[src/rtl/vic_pkg.sv]
package vic_pkg;
    localparam int DATA_W  = 32;
    localparam int NUM_OUT = 2;   // index 0: normal, index 1: fast

    typedef enum logic [3:0] {
        OFS_IRQ_MSK = 4'd0,
        OFS_IRQ_RAW = 4'd1,
        OFS_IRQ_ENS = 4'd2,
        OFS_IRQ_ENC = 4'd3,
        OFS_SW_SET  = 4'd4,
        OFS_SW_CLR  = 4'd5,
        OFS_FIQ_MSK = 4'd8,
        OFS_FIQ_RAW = 4'd9,
        OFS_FIQ_ENS = 4'd10,
        OFS_FIQ_ENC = 4'd11
    } vic_ofs_e;
endpackage

[src/rtl/vic_regs.sv]
module vic_regs
    import vic_pkg::*;
#(
    parameter int NUM_SRC = 32,
    parameter int ADDR_W  = 4
) (
    input  logic                                clk,
    input  logic                                rst_n,
    input  logic                                wr_en,
    input  logic [ADDR_W-1:0]                   addr,
    input  logic [DATA_W-1:0]                   wdata,
    output logic [NUM_OUT-1:0][NUM_SRC-1:0]     en_o,
    output logic                                soft_o
);
    // One mask per output, each with its own set and clear offset.
    for (genvar g = 0; g < NUM_OUT; g++) begin : g_mask
        localparam logic [ADDR_W-1:0] SET_A =
            (g == 0) ? ADDR_W'(OFS_IRQ_ENS) : ADDR_W'(OFS_FIQ_ENS);
        localparam logic [ADDR_W-1:0] CLR_A =
            (g == 0) ? ADDR_W'(OFS_IRQ_ENC) : ADDR_W'(OFS_FIQ_ENC);

        logic [NUM_SRC-1:0] mask_q;

        always_ff @(posedge clk or negedge rst_n) begin
            if (!rst_n) begin
                mask_q <= '0;
            end else if (wr_en && addr == SET_A) begin
                mask_q <= mask_q | wdata[NUM_SRC-1:0];
            end else if (wr_en && addr == CLR_A) begin
                mask_q <= mask_q & ~wdata[NUM_SRC-1:0];
            end
        end

        assign en_o[g] = mask_q;
    end

    // Software request on source 0.
    always_ff @(posedge clk or negedge rst_n) begin
        if (!rst_n) begin
            soft_o <= 1'b0;
        end else if (wr_en && wdata[0] && addr == ADDR_W'(OFS_SW_SET)) begin
            soft_o <= 1'b1;
        end else if (wr_en && wdata[0] && addr == ADDR_W'(OFS_SW_CLR)) begin
            soft_o <= 1'b0;
        end
    end
endmodule

[src/rtl/vic_level.sv]
module vic_level #(
    parameter int NUM_SRC = 32
) (
    input  logic               clk,
    input  logic               rst_n,
    input  logic [NUM_SRC-1:0] src_i,
    input  logic               soft_i,
    output logic [NUM_SRC-1:0] raw_o
);
    logic [NUM_SRC-1:0] level_q;

    always_ff @(posedge clk or negedge rst_n) begin
        if (!rst_n) begin
            level_q <= '0;
        end else begin
            level_q <= src_i;
        end
    end

    assign raw_o = level_q | NUM_SRC'(soft_i);
endmodule

[src/rtl/vic_outgen.sv]
module vic_outgen
    import vic_pkg::*;
#(
    parameter int NUM_SRC = 32
) (
    input  logic [NUM_SRC-1:0]              raw_i,
    input  logic [NUM_OUT-1:0][NUM_SRC-1:0] en_i,
    output logic [NUM_OUT-1:0][NUM_SRC-1:0] masked_o,
    output logic [NUM_OUT-1:0]              req_o
);
    for (genvar g = 0; g < NUM_OUT; g++) begin : g_out
        assign masked_o[g] = raw_i & en_i[g];
        assign req_o[g]    = |masked_o[g];
    end
endmodule

[src/rtl/dual_vic.sv]
module dual_vic
    import vic_pkg::*;
#(
    parameter int NUM_SRC = 32,
    parameter int ADDR_W  = 4
) (
    input  logic              clk,
    input  logic              rst_n,
    input  logic              bus_wr,
    input  logic [3:0]        bus_addr,
    input  logic [31:0]       bus_wdata,
    output logic [31:0]       bus_rdata,
    input  logic [31:0]       src_i,
    output logic              irq_o,
    output logic              fiq_o
);
    logic [NUM_OUT-1:0][NUM_SRC-1:0] en_w;
    logic [NUM_OUT-1:0][NUM_SRC-1:0] masked_w;
    logic [NUM_OUT-1:0]              req_w;
    logic [NUM_SRC-1:0]              raw_w;
    logic [NUM_SRC-1:0]              irq_en_w;
    logic [NUM_SRC-1:0]              fiq_en_w;
    logic                            soft_w;
    vic_ofs_e                        ofs;

    vic_regs #(.NUM_SRC(NUM_SRC), .ADDR_W(ADDR_W)) u_regs (
        .clk    (clk),
        .rst_n  (rst_n),
        .wr_en  (bus_wr),
        .addr   (bus_addr),
        .wdata  (bus_wdata),
        .en_o   (en_w),
        .soft_o (soft_w)
    );

    vic_level #(.NUM_SRC(NUM_SRC)) u_level (
        .clk    (clk),
        .rst_n  (rst_n),
        .src_i  (src_i[NUM_SRC-1:0]),
        .soft_i (soft_w),
        .raw_o  (raw_w)
    );

    vic_outgen #(.NUM_SRC(NUM_SRC)) u_out (
        .raw_i    (raw_w),
        .en_i     (en_w),
        .masked_o (masked_w),
        .req_o    (req_w)
    );

    assign irq_en_w = en_w[0];
    assign fiq_en_w = en_w[1];
    assign irq_o    = req_w[0];
    assign fiq_o    = req_w[1];
    assign ofs      = vic_ofs_e'(bus_addr);

    always_comb begin
        unique case (ofs)
            OFS_IRQ_MSK: bus_rdata = DATA_W'(masked_w[0]);
            OFS_IRQ_RAW,
            OFS_FIQ_RAW: bus_rdata = DATA_W'(raw_w);
            OFS_IRQ_ENS: bus_rdata = DATA_W'(irq_en_w);
            OFS_SW_SET:  bus_rdata = DATA_W'(soft_w);
            OFS_FIQ_MSK: bus_rdata = DATA_W'(masked_w[1]);
            OFS_FIQ_ENS: bus_rdata = DATA_W'(fiq_en_w);
            default:     bus_rdata = '0;
        endcase
    end
endmodule

[config.mk]
export PLATFORM = sky130hd
export DESIGN_NAME = dual_vic
export DESIGN_NICKNAME = d
export VERILOG_FILES = /design/src/rtl/vic_pkg.sv /design/src/rtl/vic_regs.sv /design/src/rtl/vic_level.sv /design/src/rtl/vic_outgen.sv /design/src/rtl/dual_vic.sv
export SDC_FILE = /design/constraint.sdc
export NUM_CORES = 1
export LEC_CHECK = 0
export BUFFER_PORTS_ARGS = -buffer_cell sky130_fd_sc_hd__buf_4
export CORE_ASPECT_RATIO = 2
export CORE_MARGIN = 10
export CORE_UTILIZATION = 30
export DETAILED_ROUTE_END_ITERATION = 16
export GPL_TIMING_DRIVEN = 0
export HOLD_SLACK_MARGIN = 0.12
export SYNTH_ARGS = -nofsm -noshare
export SYNTH_HDL_FRONTEND = slang
export SYNTH_SLANG_ARGS = --single-unit
[constraint.sdc]
create_clock -name clk -period 1.6 [get_ports clk]
set_input_delay 0.16 -clock clk [delete_from_list [all_inputs] [get_ports clk]]
set_output_delay 0.16 -clock clk [all_outputs]
set_load 0.02 [all_outputs]
After elaboration in Yosys (flattened, before gate mapping)
Cells that the tools add are included.
{"block": "word_totals", "elab_cells": 42, "output_inout_bits": 34, "in_bits": 71, "register_bits": 97}
{"block": "classes", "n_mux": 7, "eq_ne": 9, "n_reduce_logical": 14, "bitwise_logic": 8}
{"cell": "$pmux W32 S6", "count": 1}
{"cell": "$and A32 B32 Y32", "count": 4}
{"cell": "$mux W32", "count": 4}
{"cell": "$or A32 B32 Y32", "count": 2}
{"cell": "$reduce_or A32 Y1", "count": 2}
{"cell": "$not A32 Y32", "count": 1}
{"cell": "$or A32 B1 Y32", "count": 1}
{"cell": "$eq A4 B4 Y1 const B", "count": 4}
{"cell": "$eq A4 B2 Y1 const B", "count": 2}
{"cell": "$eq A4 B3 Y1 const B", "count": 2}
{"cell": "$logic_and A1 B1 Y1", "count": 7}
{"cell": "$reduce_bool A2 Y1", "count": 3}
{"cell": "$eq A4 B1 Y1 const B", "count": 1}
{"cell": "$logic_not A4 Y1", "count": 1}
{"cell": "$mux W1", "count": 2}
{"cell": "$reduce_or A2 Y1", "count": 1}

Logic depth before layout (Yosys ltp)
Gate-level depths: netlist (run 1).
{"block": "depth", "word_depth": 4, "ltp_mapped": 7, "mapped_depth_nobuf": 4}

Modules after synthesis
Synthesis (run 1) repeated with hierarchy kept, for this count alone.
{"block": "hier_totals", "cells_unflattened": 592, "area_unflattened_um2": 5890.6}
{"module": "vic_regs", "cells_each": 277, "area_each_um2": 2939.1, "seq_area_each_um2": 1626.6, "instances": 1}
{"module": "dual_vic", "cells_each": 161, "area_each_um2": 1317.5, "seq_area_each_um2": 0.0, "instances": 1}
{"module": "vic_level", "cells_each": 64, "area_each_um2": 1039.7, "seq_area_each_um2": 800.8, "instances": 1}
{"module": "vic_outgen", "cells_each": 90, "area_each_um2": 594.3, "seq_area_each_um2": 0.0, "instances": 1}

Worst setup path after synthesis (run 1)
OpenSTA, ideal clock, no wires.
{"block": "synth_path", "path_kind": "input-to-output", "start": "in bus_addr[2]", "end": "out bus_rdata[18]", "arrival_time_ps": 1333, "path_buffers": 2, "setup_slack_ps": 107, "cell_stages": 5, "required_time_ps": 1440, "path_cell_list": "buf_6 -> nor4b_4 -> buf_6 -> a21oi_1 -> o21ai_1"}
{"block": "synth_between", "elab_chain_len": 3, "word_cells_on_any_way": 9, "cone_classes": "eq/ne: 6; mux: 1; reduce/logical: 2"}
{"item": "start, declared", "line": "dual_vic.sv:10", "text": "input logic [3:0] bus_addr,"}
{"item": "$eq A4 B1 Y1 or $eq A4 B4 Y1 (tied branches)", "line": "dual_vic.sv:58", "text": "unique case (ofs)"}
{"item": "$reduce_or A2 Y1", "line": "dual_vic.sv:58"}
{"item": "$pmux W32 S6 *", "line": "dual_vic.sv:58"}
{"item": "end, declared", "line": "dual_vic.sv:12", "text": "output logic [31:0] bus_rdata,"}
Mark *: on every way between the ends. The rest lies on a longest branch, timed or not.

Worst setup path in the final report (run 1)
{"block": "layout_path", "start": "reg u_level.level_q[12]", "end": "out fiq_o"}
{"block": "layout_between", "elab_chain_len": 3}
{"item": "start, declared", "line": "vic_level.sv:10", "text": "logic [NUM_SRC-1:0] level_q;"}
{"item": "start signal, assigned", "line": "vic_level.sv:16", "text": "level_q <= src_i;"}
{"item": "$or A32 B1 Y32", "line": "vic_level.sv:20", "text": "assign raw_o = level_q | NUM_SRC'(soft_i);"}
{"item": "$and A32 B32 Y32", "line": "vic_outgen.sv:12", "text": "assign masked_o[g] = raw_i & en_i[g];"}
{"item": "$reduce_or A32 Y1", "line": "vic_outgen.sv:13", "text": "assign req_o[g] = |masked_o[g];"}
{"item": "end, declared", "line": "dual_vic.sv:15", "text": "output logic fiq_o"}
Every way passes these cells.

==> results of run 1 <==
==> through the flow <==
step | util, % | total power [W] | setup TNS [ps]
global placement | 36.9 | 0.00457 | -9720
finish | 46.1 | 0.00709 | -4460
global route | 46.1 | 0.00740 | -6080
CTS | 44.7 | 0.00703 | -4420
floorplan | - | 0.00397 | 0
detailed placement | 36.9 | 0.00463 | -9310
==> worst max path at each step <==
stage	start	end	cells after the start
finish	u_level.level_q[12]	fiq_o	5
global route	flop	fiq_o	5
CTS	u_level.level_q[8]	fiq_o	5
detailed placement	bus_addr[1]	bus_rdata[18]	7
global placement	bus_addr[1]	bus_rdata[18]	7
floorplan	bus_addr[2]	bus_rdata[18]	5
==> kinds of logic after synthesis <==
| kind of cell | count (synthesis) |
|---|---|
| DFF | 97 |
| AOI/OAI and AO/OA | 176 |
| and+or+nand+nor | 99 |
| buffers and inverters | 80 |
| muxes | 24 |
==> what timing repair did <==
action,in CTS,in global routing
endpoints found under the hold margin,96,97
pin swaps,17,19
hold buffers,64,1
buffers inserted,15,6
endpoints found under the setup margin,33,33
cloned,2,0
gates resized for setup,49,36
==> routing by layer <==
metal  global-route usage [%]  part of all wire (%)
met1                     17.9                    34
met4                     11.9                   5.5
met3                     3.06                   6.1
met5                        0                     0
met2                     31.8                    54
==> where the power goes <==
part / internal [W] / leakage (nW) / switching (W)
sequential: 0.00286 / 1.13 / 0.000465
clock: 0.00112 / 0.144 / 0.00101
combinational: 0.000829 / 2.26 / 0.000806
==> synth_stat cells, types with 2 or more instances <==
library cell / count / area, sq um
dfrtp_1: 97 / 2430
nor4_1: 2 / 12.5
a21o_1: 12 / 90.1
a221o_1: 19 / 190
o21ai_1: 9 / 45.0
o21ai_0: 22 / 110
buf_2: 15 / 75.1
a21oi_1: 27 / 135
o21ai_2: 2 / 17.5
nand4_1: 7 / 43.8
clkbuf_1: 12 / 45.0
inv_1: 45 / 169
a31oi_1: 17 / 106
nand2_1: 77 / 289
a222oi_1: 21 / 210
buf_6: 8 / 90.1
o2111ai_1: 4 / 35.0
and3_1: 2 / 12.5
mux2i_1: 24 / 240
nor2_1: 2 / 7.51
a22oi_1: 40 / 300
==> layout make-up <==
class / instances / area [sq um]
Buffer: 35 / 267
Clock buffer: 10 / 239
Clock inverter: 6 / 48.8
Fill cell: 1456 / 8460
Inverter: 45 / 169
Multi-Input combinational cell: 299 / 2120
Sequential cell: 97 / 2430
Tap cell: 201 / 251
Timing Repair Buffer: 189 / 1710
==> results.sh, run 1 <==
export IMPL_min_path_type="primary input to async pin"
export IMPL_required_ps=1440
export IMPL_die_h_um=198
export IMPL_syn_num_nets=547
export IMPL_synth_top_family_by_area="compound AO/OA/AOI/OAI gates"
export IMPL_slew_limit_headroom_pct=49.6
export IMPL_leakagePower_nw=3.54
export IMPL_cp_start_kind="flop"
export IMPL_drive_above_1_share_pct=29.4
export IMPL_grt_pass1_vias=5167
export IMPL_place_area_sq_um=5780
export IMPL_hold_viol_final=0
export IMPL_die_w_um=109
export IMPL_first_iter_violations=435
export IMPL_vias=4804
export IMPL_yosys_area_share_xor_xnor_pct=0
export IMPL_hpwl_mm=13.2
export IMPL_whs_ps=139
export IMPL_place_port_buffers=102
export IMPL_core_area_sq_um=15700
export IMPL_overflow=0
export IMPL_fin_area_sq_um=7240
export IMPL_cts_sinks=97
export IMPL_antennaDiodeCount=0
export IMPL_cts_buffer_depth=2
export IMPL_grt_total_usage_pct=17.7
export IMPL_wl_mm=18.9
export IMPL_synth_area_per_cell_sq_um=10.0
export IMPL_grt_pass1_wl_mm=28.9
export IMPL_setup_viol=25
export IMPL_status="finished, violations left"
export IMPL_cts_buffers=9
export IMPL_yosys_area_share_simple_pct=9.58
export IMPL_crit_arrival_ps=1800
export IMPL_power_density_nw_per_um2=980
export IMPL_post_drt_via_cell_ratio=5.45
export IMPL_ant_nets=0
export IMPL_fin_crit_sh_pct=123
export IMPL_final_common_cell="buf_4"
export IMPL_start_util_pct=30.4
export IMPL_cts_root_buf="clkbuf_16"
export IMPL_worstMarginPinSlew_ps=756
export IMPL_preCtsSetupSlack_ps=-448
export IMPL_muxShareOfSynthArea_pct=5.04
export IMPL_cp_slowest_stage_delay_ps=440
export IMPL_fin_nets=747
export IMPL_area_growth_pct=51.8
export IMPL_violations="negative setup slack"
export IMPL_cp_top_family="simple AND/OR/NAND/NOR gates"
export IMPL_synth_flop_cell="dfrtp_1"
export IMPL_die_area_sq_um=21600
export IMPL_yosysWarnings=0
export IMPL_ys_seq_area_share_pct=50.9
export IMPL_drc=0
export IMPL_fin_crit_ps=1960
export IMPL_rows=65
export IMPL_grt_max_degree=98
export IMPL_drt_pass1_iterations=8
export IMPL_syn_inst=476
export IMPL_ys_types=33
export IMPL_reg2reg_depth=3
export IMPL_critPathSlowestCell="dfrtp_1"
export IMPL_synth_async_sr_flop_share_pct=100
export IMPL_critPathMaxFanout=4
export IMPL_synth_edff_count=0
export IMPL_clk_latency_ps=350
export IMPL_gp_congestion=0.916
export IMPL_rsz0062_at_grt="true"
export IMPL_layout_cells_non_filler=882
export IMPL_cts_max_level=3
export IMPL_wl_per_cell_um=21.5
export IMPL_max_freq_mhz=510
export IMPL_antenna_found_initial=0
export IMPL_placed_cells=779
export IMPL_synth_area_sq_um=4770
export IMPL_r2r_slack_ps=730
export IMPL_cts_tree="done"
export IMPL_crit_buf_inv=1
export IMPL_final_cell_mix="buf_4 (98), dfrtp_1 (94), nand2_1 (76), dlygate4sd3_1 (65), inv_1 (45)"
export IMPL_top_level_ports=105
export IMPL_synth_compound_area_share_pct=26.5
export IMPL_path_cells="a22oi_2, nand4_1, nor4_2, nand2_1, buf_4"
export IMPL_setup_ws_ps=-361
export IMPL_finalClockSkew_ps=0
export IMPL_vdd_drop_max_mv=0.509
export IMPL_slew_violations=0
export IMPL_clk_pin_slew_ps=70
export IMPL_synth_seq_cells=97
export IMPL_endpoint_kind="output port"
export IMPL_crit_type="flop to output port"
export IMPL_synthAdderAreaFrac_pct=0
export IMPL_drv_cap=0
(Power assumes the default switching activity.)
==> inputs of run 2 (changes only) <==
- CORE_UTILIZATION: 30 -> 43
- PLACE_DENSITY: not set -> 0.66
==> run 2 against run 1 <==
Compared with the run above: the run still ends with negative setup slack left; maximum frequency rose by 0.45%; setup slack improved by 8.8 ps; clock skew did not move; via count rose by 4.1%; total power rose by 4.0%; die area fell by 26%; non-clock buffer count rose by 2; cell area barely moved; register-to-register slack got worse by 210 ps; critical path depth did not move; cell count fell by 6.7%; sequential power barely moved.
==> results.sh, run 2 (synthesis results as in run 1) <==
export IMPL_final_cell_mix="buf_4 (98), dfrtp_1 (96), nand2_1 (77), dlygate4sd3_1 (64), inv_1 (45)"
export IMPL_cts_root_buf="clkbuf_16"
export IMPL_wl_per_cell_um=22.4
export IMPL_crit_buf_inv=1
export IMPL_top_level_ports=105
export IMPL_worstMarginPinSlew_ps=792
export IMPL_setup_viol=22
export IMPL_fin_crit_ps=1950
export IMPL_cts_tree="done"
export IMPL_place_area_sq_um=5710
export IMPL_grt_max_degree=98
export IMPL_antennaDiodeCount=0
export IMPL_overflow=0
export IMPL_ant_nets=0
export IMPL_cp_start_kind="flop"
export IMPL_cts_buffer_depth=2
export IMPL_cts_sinks=97
export IMPL_setup_ws_ps=-352
export IMPL_area_growth_pct=51.8
export IMPL_fin_nets=749
export IMPL_required_ps=1440
export IMPL_clk_latency_ps=350
export IMPL_place_port_buffers=102
export IMPL_start_util_pct=43.8
export IMPL_crit_arrival_ps=1790
export IMPL_vias=4999
export IMPL_hpwl_mm=12.1
export IMPL_die_h_um=169
export IMPL_fillCellCount=861
export IMPL_finalClockSkew_ps=0
export IMPL_core_area_sq_um=10900
export IMPL_rows=54
export IMPL_drc=0
export IMPL_clk_pin_slew_ps=60
export IMPL_crit_type="flop to output port"
export IMPL_status="finished, violations left"
export IMPL_gp_congestion=0.942
export IMPL_hold_viol_final=0
export IMPL_cp_top_family="simple AND/OR/NAND/NOR gates"
export IMPL_use_met2_pct=39.3
export IMPL_endpoint_kind="output port"
export IMPL_drive_above_1_share_pct=29.3
export IMPL_met3_usage_pct=3.54
export IMPL_rsz0062_at_grt="true"
export IMPL_grt_pass1_vias=5115
export IMPL_min_path_type="primary input to flop"
export IMPL_r2r_slack_ps=520
export IMPL_critPathSlowestCell="dfrtp_1"
export IMPL_drt_pass1_iterations=6
export IMPL_fin_area_sq_um=7240
export IMPL_slew_limit_headroom_pct=47.2
export IMPL_max_freq_mhz=512
export IMPL_whs_ps=135
export IMPL_path_cells="a22oi_2, nand4_1, nor4_4, nand2_1, buf_6"
export IMPL_critPathMaxFanout=4
export IMPL_wl_mm=18.5
export IMPL_setup_tns_final_ps=-4040
export IMPL_leakagePower_nw=3.57
export IMPL_final_common_cell="buf_4"
export IMPL_first_iter_violations=551
export IMPL_cts_max_level=3
export IMPL_grt_pass1_wl_mm=27.3
export IMPL_violations="negative setup slack"
export IMPL_die_w_um=94.5
export IMPL_die_area_sq_um=16000
export IMPL_antenna_found_initial=0
export IMPL_grt_total_usage_pct=22.1
export IMPL_cp_slowest_stage_delay_ps=430
export IMPL_vdd_drop_max_mv=0.795
export IMPL_post_drt_via_cell_ratio=6.07
export IMPL_power_density_nw_per_um2=1020
export IMPL_cts_buffers=9
export IMPL_drv_cap=0
export IMPL_grt_met1_usage_pct=24.2
export IMPL_fin_crit_sh_pct=122
export IMPL_top_usage_layer="met2"
export IMPL_slew_violations=0
run 2: cell count changes in the layout (fill, tap and decap cells not counted), sizes merged:
cell	previous run	this run
inv	48	46
bufinv	0	1
clkbuf	20	25
buf	149	148
dlygate4sd3	65	64
run 2: timing repair:
action	CTS	global route
setup endpoints to repair	33	31
hold endpoints to repair	86	33
resized for setup	49	33
hold buffers	63	1
gates cloned	0	3
buffers inserted	12	9
pin swaps	21	23
run 2: power breakdown:
group | internal (W) | switching (W) | total (W)
Sequential | 0.00286 | 0.000470 | 0.00333
Combinational | 0.000894 | 0.000852 | 0.00175
Clock | 0.00131 | 0.000992 | 0.00230
run 2: path summary, 6_finish.rpt:
kind | start | to | depth (start not counted)
setup / recovery | flop | irq_o | 5
hold / removal | bus_wdata[31] | flop | 3
setup reg to reg | flop | flop | 4
hold reg to reg | flop | flop | 2
max in group asynchronous | rst_n | u_level.level_q[3] | 3
min in group asynchronous | rst_n | u_level.level_q[12] | 2
run 2: routing by layer:
metal	share of wire, %	wire length [um]
met5	0	0
met3	7.1	1320
met2	54	9990
met1	34	6290
met4	4.7	869
run 2: through the flow:
step | std cells | worst slack, ps | power (W) | utilization (%)
3_3_place_gp | 718 | -343 | 0.00455 | 52.5
4_1_cts | 809 | -341 | 0.00718 | 63.8
6_report | 823 | -352 | 0.00738 | 66.5
2_1_floorplan | 476 | 107 | 0.00397 | -
5_1_grt | 823 | -390 | 0.00766 | 66.5
3_5_place_dp | 718 | -358 | 0.00462 | 52.5
run 2: cell type report:
class,count,area (sq um),share of cell area [%]
buffer,35,283,3.91
clock buffer,11,253,3.49
clock inverter,5,61.3,0.847
inverter,45,169,2.33
multi-input combinational,299,2110,29.1
sequential,97,2430,33.6
tap,140,175,2.42
timing repair buffer,191,1760,24.3
run 2: tightest hold or removal path: stages:
cell     delay, ps
buf_4          120
nand2_1         60
mux2i_1         80
